==> config.mk <==
export PLATFORM = sky130hd
export DESIGN_NAME = lock_detect_mute
export DESIGN_NICKNAME = d
export VERILOG_FILES = /design/src/rtl/lock_detect_mute.sv
export SDC_FILE = /design/constraint.sdc
export NUM_CORES = 1
export LEC_CHECK = 0
export ABC_AREA = 0
export BUFFER_PORTS_ARGS = -buffer_cell sky130_fd_sc_hd__buf_2
export CORE_UTILIZATION = 50
export CTS_CLUSTER_SIZE = 12
export DETAILED_ROUTE_END_ITERATION = 8
export PLACE_DENSITY = 0.75
export SLEW_MARGIN = 20
export SYNTH_ARGS = -nofsm -noshare
export SYNTH_HDL_FRONTEND = slang
export SYNTH_SLANG_ARGS = --single-unit
==> constraint.sdc <==
create_clock -name clk -period 6 [get_ports clk]
set_input_delay 0.9 -clock clk [delete_from_list [all_inputs] [get_ports clk]]
set_output_delay 0.9 -clock clk [all_outputs]
set_load 0.1 [all_outputs]
==> src/rtl/lock_detect_mute.sv <==
module lock_detect_mute #(
  parameter int THRESH_TICKS = 3,
  parameter int FEW_CYCLES   = 3,
  parameter int MANY_CYCLES  = 5
) (
  input  logic clk,
  input  logic rst_n,
  input  logic pd,
  input  logic ref_pulse,
  input  logic fb_pulse,
  input  logic prec_sel,
  input  logic mute_en,
  output logic lock_det,
  output logic out_en
);
  localparam int CW = $clog2(THRESH_TICKS + 1);
  localparam int GW = $clog2(MANY_CYCLES + 1);

  typedef enum logic [1:0] {IDLE, REF_LEAD, FB_LEAD} meas_t;

  meas_t          st, st_n;
  logic [CW-1:0]  cnt, cnt_n;
  logic [GW-1:0]  gcnt, gnext, need;
  logic           ev, good, lock_q;

  assign need = prec_sel ? GW'(MANY_CYCLES) : GW'(FEW_CYCLES);

  always_comb begin
    ev    = 1'b0;
    good  = 1'b0;
    st_n  = st;
    cnt_n = (cnt == CW'(THRESH_TICKS)) ? cnt : cnt + CW'(1);
    case (st)
      IDLE: begin
        if (ref_pulse && fb_pulse) begin
          ev = 1'b1; good = 1'b1;
        end else if (ref_pulse) begin
          st_n = REF_LEAD; cnt_n = CW'(1);
        end else if (fb_pulse) begin
          st_n = FB_LEAD; cnt_n = CW'(1);
        end
      end
      REF_LEAD: begin
        if (fb_pulse) begin
          ev = 1'b1; good = cnt < CW'(THRESH_TICKS);
          if (ref_pulse) cnt_n = CW'(1);
          else st_n = IDLE;
        end else if (ref_pulse) begin
          ev = 1'b1; cnt_n = CW'(1);
        end
      end
      FB_LEAD: begin
        if (ref_pulse) begin
          ev = 1'b1; good = cnt < CW'(THRESH_TICKS);
          if (fb_pulse) cnt_n = CW'(1);
          else st_n = IDLE;
        end else if (fb_pulse) begin
          ev = 1'b1; cnt_n = CW'(1);
        end
      end
      default: st_n = IDLE;
    endcase
  end

  assign gnext = !good ? '0 : (gcnt == GW'(MANY_CYCLES)) ? gcnt : gcnt + GW'(1);

  always_ff @(posedge clk or negedge rst_n) begin
    if (!rst_n) begin
      st <= IDLE; cnt <= '0; gcnt <= '0; lock_q <= 1'b0;
    end else if (pd) begin
      st <= IDLE; cnt <= '0; gcnt <= '0; lock_q <= 1'b0;
    end else begin
      st  <= st_n;
      cnt <= cnt_n;
      if (ev) begin
        gcnt   <= gnext;
        lock_q <= good && (gnext >= need);
      end
    end
  end

  assign lock_det = lock_q;
  assign out_en   = !pd && (!mute_en || lock_q);

  assert_pd_clears_R1: assert property (@(posedge clk) disable iff (!rst_n)
    pd |=> !lock_det);
  assert_bad_drops_R5: assert property (@(posedge clk) disable iff (!rst_n)
    (ev && !good && !pd) |=> (!lock_det && gcnt == '0));
  assert_rise_on_good_R10: assert property (@(posedge clk) disable iff (!rst_n)
    $rose(lock_det) |-> $past(ev && good));
  assert_gcnt_cap_R3: assert property (@(posedge clk) disable iff (!rst_n)
    gcnt <= GW'(MANY_CYCLES));
endmodule

==> Word-level counts from Yosys, hierarchy flattened <==
Cells that the tools add are included.
{ "totals": {"reg_bits": 8, "mem_count": 0, "latch_bits": 0, "output_inout_bits": 2, "rom_bits": 0, "ramBits": 0, "inputBits": 7, "wordCells": 59} }
{ "classes": {"mul": 0, "n_bitwise": 0, "reduce_logical": 9, "shifts": 0, "addsub": 2, "n_lt_le_gt_ge": 2, "div_mod_pow": 0, "n_eq_ne": 10, "mux": 32} }
{ "ops": {"columns": ["operator", "count"], "rows": [
  ["$mux 2", 14],
  ["$mux 3", 5],
  ["$ne 3x3->1 const B", 5],
  ["$pmux 2 s3", 2],
  ["$mux 1", 9],
  ["$pmux 1 s3", 2],
  ["$reduce_and 6->1", 1],
  ["$eq 2x2->1 const B", 2],
  ["$ne 4x4->1 const B", 1],
  ["$add 3x1->3 const B", 1],
  ["$eq 3x3->1 const B", 1],
  ["$ge 3x3->1", 1],
  ["$logic_and 1x1->1", 3],
  ["$add 2x1->2 const B", 1],
  ["$eq 2x1->1 const B", 1],
  ["$logic_not 1->1", 2],
  ["$logic_not 2->1", 1],
  ["$lt 2x2->1 const B", 1],
  ["$reduce_bool 2->1", 1],
  ["$logic_or 1x1->1", 1]
]} }

==> Logic depth before layout (Yosys ltp) <==
{ "depth": {"depth_word": 8, "ltp_mapped": 9} }

==> Least setup slack after synthesis <==
OpenSTA, ideal clock, no wires.
{ "synth_path": {"path_kind": "reg2out", "startpoint": "register lock_q, in the netlist lock_det", "endpoint": "output port out_en", "required_time_ns": 5.100, "path_slack_ns": 2.578, "path_buffers": 0, "arrival_ns": 2.522, "path_stages_with_launch": 3, "path_cell_list": "dfrtp_1 inv_1 a21oi_1"} }
{ "synth_via": {"elab_chain_len": 2} }
{ "synth_lines": {"columns": ["item", "line", "source"], "rows": [
  ["start: declaration", "24", "logic ev, good, lock_q;"],
  ["start signal: assignment", "77", "lock_q <= good && (gnext >= need);"],
  ["$logic_or 1x1->1", "83", "assign out_en = !pd && (!mute_en || lock_q);"],
  ["$logic_and 1x1->1", "83", null],
  ["end: declaration", "14", "output logic out_en"]
]} }
Every way passes these cells.

==> Worst setup path in the final report <==
{ "layout_path": {"startpoint": "input port pd", "endpoint": "output port out_en"} }
{ "layout_via": {"elab_chain_len": 2} }
{ "layout_lines": {"columns": ["item", "line", "source"], "rows": [
  ["start: declaration", "8", "input logic pd,"],
  ["$logic_not 1->1", "83", null],
  ["$logic_and 1x1->1", "83", null]
]} }
Every way passes these cells.

==> results.json <==
{
  "status": "finished, final reports clean",
  "r2r_slack_ps": 3670,
  "fin_crit_ps": 2510,
  "synth.area.top_cells": "dfrtp_1 29%, ha_1 14%, inv_1 5.4%",
  "tightest_slew_ps": 490,
  "synthesis.area_um2": 697,
  "holdCritPathClass": "input pin to async pin",
  "clockBufferDepth": 2,
  "netlist.top_cell.by_area": "dfrtp_1",
  "synth_top_area_share": 0.287,
  "place_inst": 101,
  "tns_ps": 0,
  "yosys_warnings": 0,
  "antenna_found_initial": 0,
  "grt_max_degree": 12,
  "drc": 0,
  "clockPowerShare": 0.266,
  "timing.fmax_ghz": 0.399,
  "synth_nets": 96,
  "leakage_nw": 0.359,
  "rr_startpoint": "st[0]$_DFFE_PN0P_",
  "startpoint_type": "input pin",
  "power_frac_comb": 0.317,
  "coreArea_mm2": 0.00130,
  "io_pins": 9,
  "r2r-end": "lock_det$_DFFE_PN0P_",
  "powerDensity_mw_per_mm2": 188,
  "cts_root_buffer": "clkbuf_4",
  "rsz0062_at_grt": "no",
  "required_ps": 5100,
  "grt_usage": 0.174,
  "power_frac_seq": 0.418,
  "crit_end": "out_en",
  "antenna_left": 0,
  "grt_pass1_vias": 448,
  "grt-ovfl-total": 0,
  "grt_pass1_wl_um": 1800,
  "fin_crit_sh": 0.418,
  "worst-path-max-fanout": 8,
  "relSlewSlack": 0.675,
  "switching_share": 0.319,
  "rows": 13,
  "cp-end-kind": "output port",
  "cts_max_level": 1,
  "vias": 604,
  "final_common_cell": "inv_1",
  "critPathKind": "input pin to output port",
  "drtIter0Drc": 15,
  "cts_resized": 0,
  "drive_gt1_frac": 0.146,
  "path_clk_slew_ps": 50,
  "synthCells": 81,
  "vdd_drop_max_mv": 0.110,
  "postCtsHoldBufs": 0,
  "antenna_cells": 0,
  "nets": 106,
  "maxCapViolCount": 0,
  "intPower_uw": 97.7,
  "layout.cells.non_filler": 104,
  "yosysUniqueCellTypes": 32,
  "cts_setup_buffers": 0,
  "final_max_slew_viol_count": 0,
  "multi_input_area_um2": 442,
  "ys_seq_area_frac": 0.287,
  "critical_path.startpoint": "pd",
  "fp.dieH_um": 39.3,
  "cts_buffers": 3,
  "routed_wl_um": 1250,
  "worst_hold_slack_ps": 481,
  "die_w_um": 39.3,
  "io_buffers": 8,
  "cts_tree": "done",
  "setup_viol_count_final": 0,
  "clock-sinks": 8,
  "routedWlPerCell_um": 12.0,
  "n_fill_cell": 123,
  "syn_to_final_growth_pct": 9.16,
  "drt_first_pass_iters": 4,
  "finalHoldViolations": 0,
  "gp_congestion": 0.699,
  "worstPathArrival_ps": 1610,
  "viasPerCell": 5.81,
  "final_cell_mix": "10 x inv_1, 8 x nor2_1, 8 x ha_1, 8 x dfrtp_1, 8 x buf_2",
  "clkLatencyLatePin_ps": 240,
  "hpwl_um": 1030,
  "syn_avg_cell_area_um2": 8.60,
  "p_sw_uw": 45.7,
  "die_area_mm2": 0.00155,
  "power.total_uw": 143,
  "seq_area_um2": 200,
  "fin_util": 0.585,
  "start_util": 0.536,
  "r2r_cells": 9,
  "finClkSkew_ps": 2.82,
  "yosys_register_bits": 8
}
[power groups by stage]
stage | logic, mW | clock network (mW) | registers [mW]
2_1_floorplan | 0.0350 | 0 | 0.0616
3_3_place_gp | 0.0439 | 0 | 0.0607
3_5_place_dp | 0.0447 | 0 | 0.0607
4_1_cts | 0.0448 | 0.0393 | 0.0598
5_1_grt | 0.0497 | 0.0432 | 0.0603
6_report | 0.0454 | 0.0381 | 0.0599
[Yosys cell counts]
cell / instances
nor2_1: 8
nor3_1: 3
o22a_1: 1
nor4b_1: 2
mux2_4: 1
o21ai_0: 1
inv_1: 10
buf_4: 1
a31oi_1: 2
nor3b_1: 1
and4b_1: 1
o32a_1: 1
o21ai_1: 1
xnor2_1: 2
nand2_1: 6
o21bai_1: 1
nand3_1: 2
nor2b_1: 1
or2_1: 1
o2bb2ai_1: 1
a22oi_1: 1
ha_1: 8
a21o_1: 2
a21oi_1: 4
nand2b_1: 2
a41oi_1: 1
buf_2: 2
a41oi_4: 1
dfrtp_1: 8
o22ai_1: 3
a211oi_1: 1
o41ai_1: 1
[area by class of cell]
type,count,share of cell area
Multi-Input combinational cell,60,0.581
Sequential cell,8,0.263
Timing Repair Buffer,8,0.0526
Inverter,10,0.0493
Clock buffer,3,0.0296
Tap cell,15,0.0247
[worst min path at each step]
stage                     slack [ps]  depth (start not counted)                   end
after floorplan                  530                          1   gcnt[2]$_DFFE_PN0P_
after detailed placement         500                          1  lock_det$_DFFE_PN0P_
after global routing             480                          1      cnt[0]$_DFF_PN0_
final                            480                          1      cnt[1]$_DFF_PN0_
after global placement           500                          1  lock_det$_DFFE_PN0P_
after CTS                        480                          1      cnt[1]$_DFF_PN0_
[cells by family after synthesis]
| group | Yosys count | synth area share |
|---|---|---|
| AOI/OAI and AO/OA | 22 | 0.246 |
| xor gates and xnor gates | 2 | 0.0251 |
| adders and majority gates | 8 | 0.144 |
| buffers and inverters | 13 | 0.0790 |
| DFF | 8 | 0.287 |
| muxes | 1 | 0.0215 |
| and+or+nand+nor | 27 | 0.197 |
[stage by stage]
stage | setup WS [ps] | area [um^2]
after global routing | 3480 | 761
final | 3490 | 761
after CTS | 3500 | 761
after floorplan | 2580 | 697
after global placement | 3500 | 738
after detailed placement | 3440 | 738
[sequential cells by signal, summed over array words and instances (netlist names)]
register and cells:
lock_det 1, gcnt 3, cnt 2, st 2
[critical path, cell delays in order]
cell	delay, ps
buf_2	150
a21oi_1	120
buf_2	440
[routing by layer]
layer / global-route usage / routed length [um] / share of wire
met1: 0.280 / 665 / 0.53
met2: 0.242 / 504 / 0.40
met3: 0.0170 / 60 / 0.048
met4: 0.0517 / 17 / 0.014
met5: 0 / 0 / 0
(Power assumes the default switching activity.)
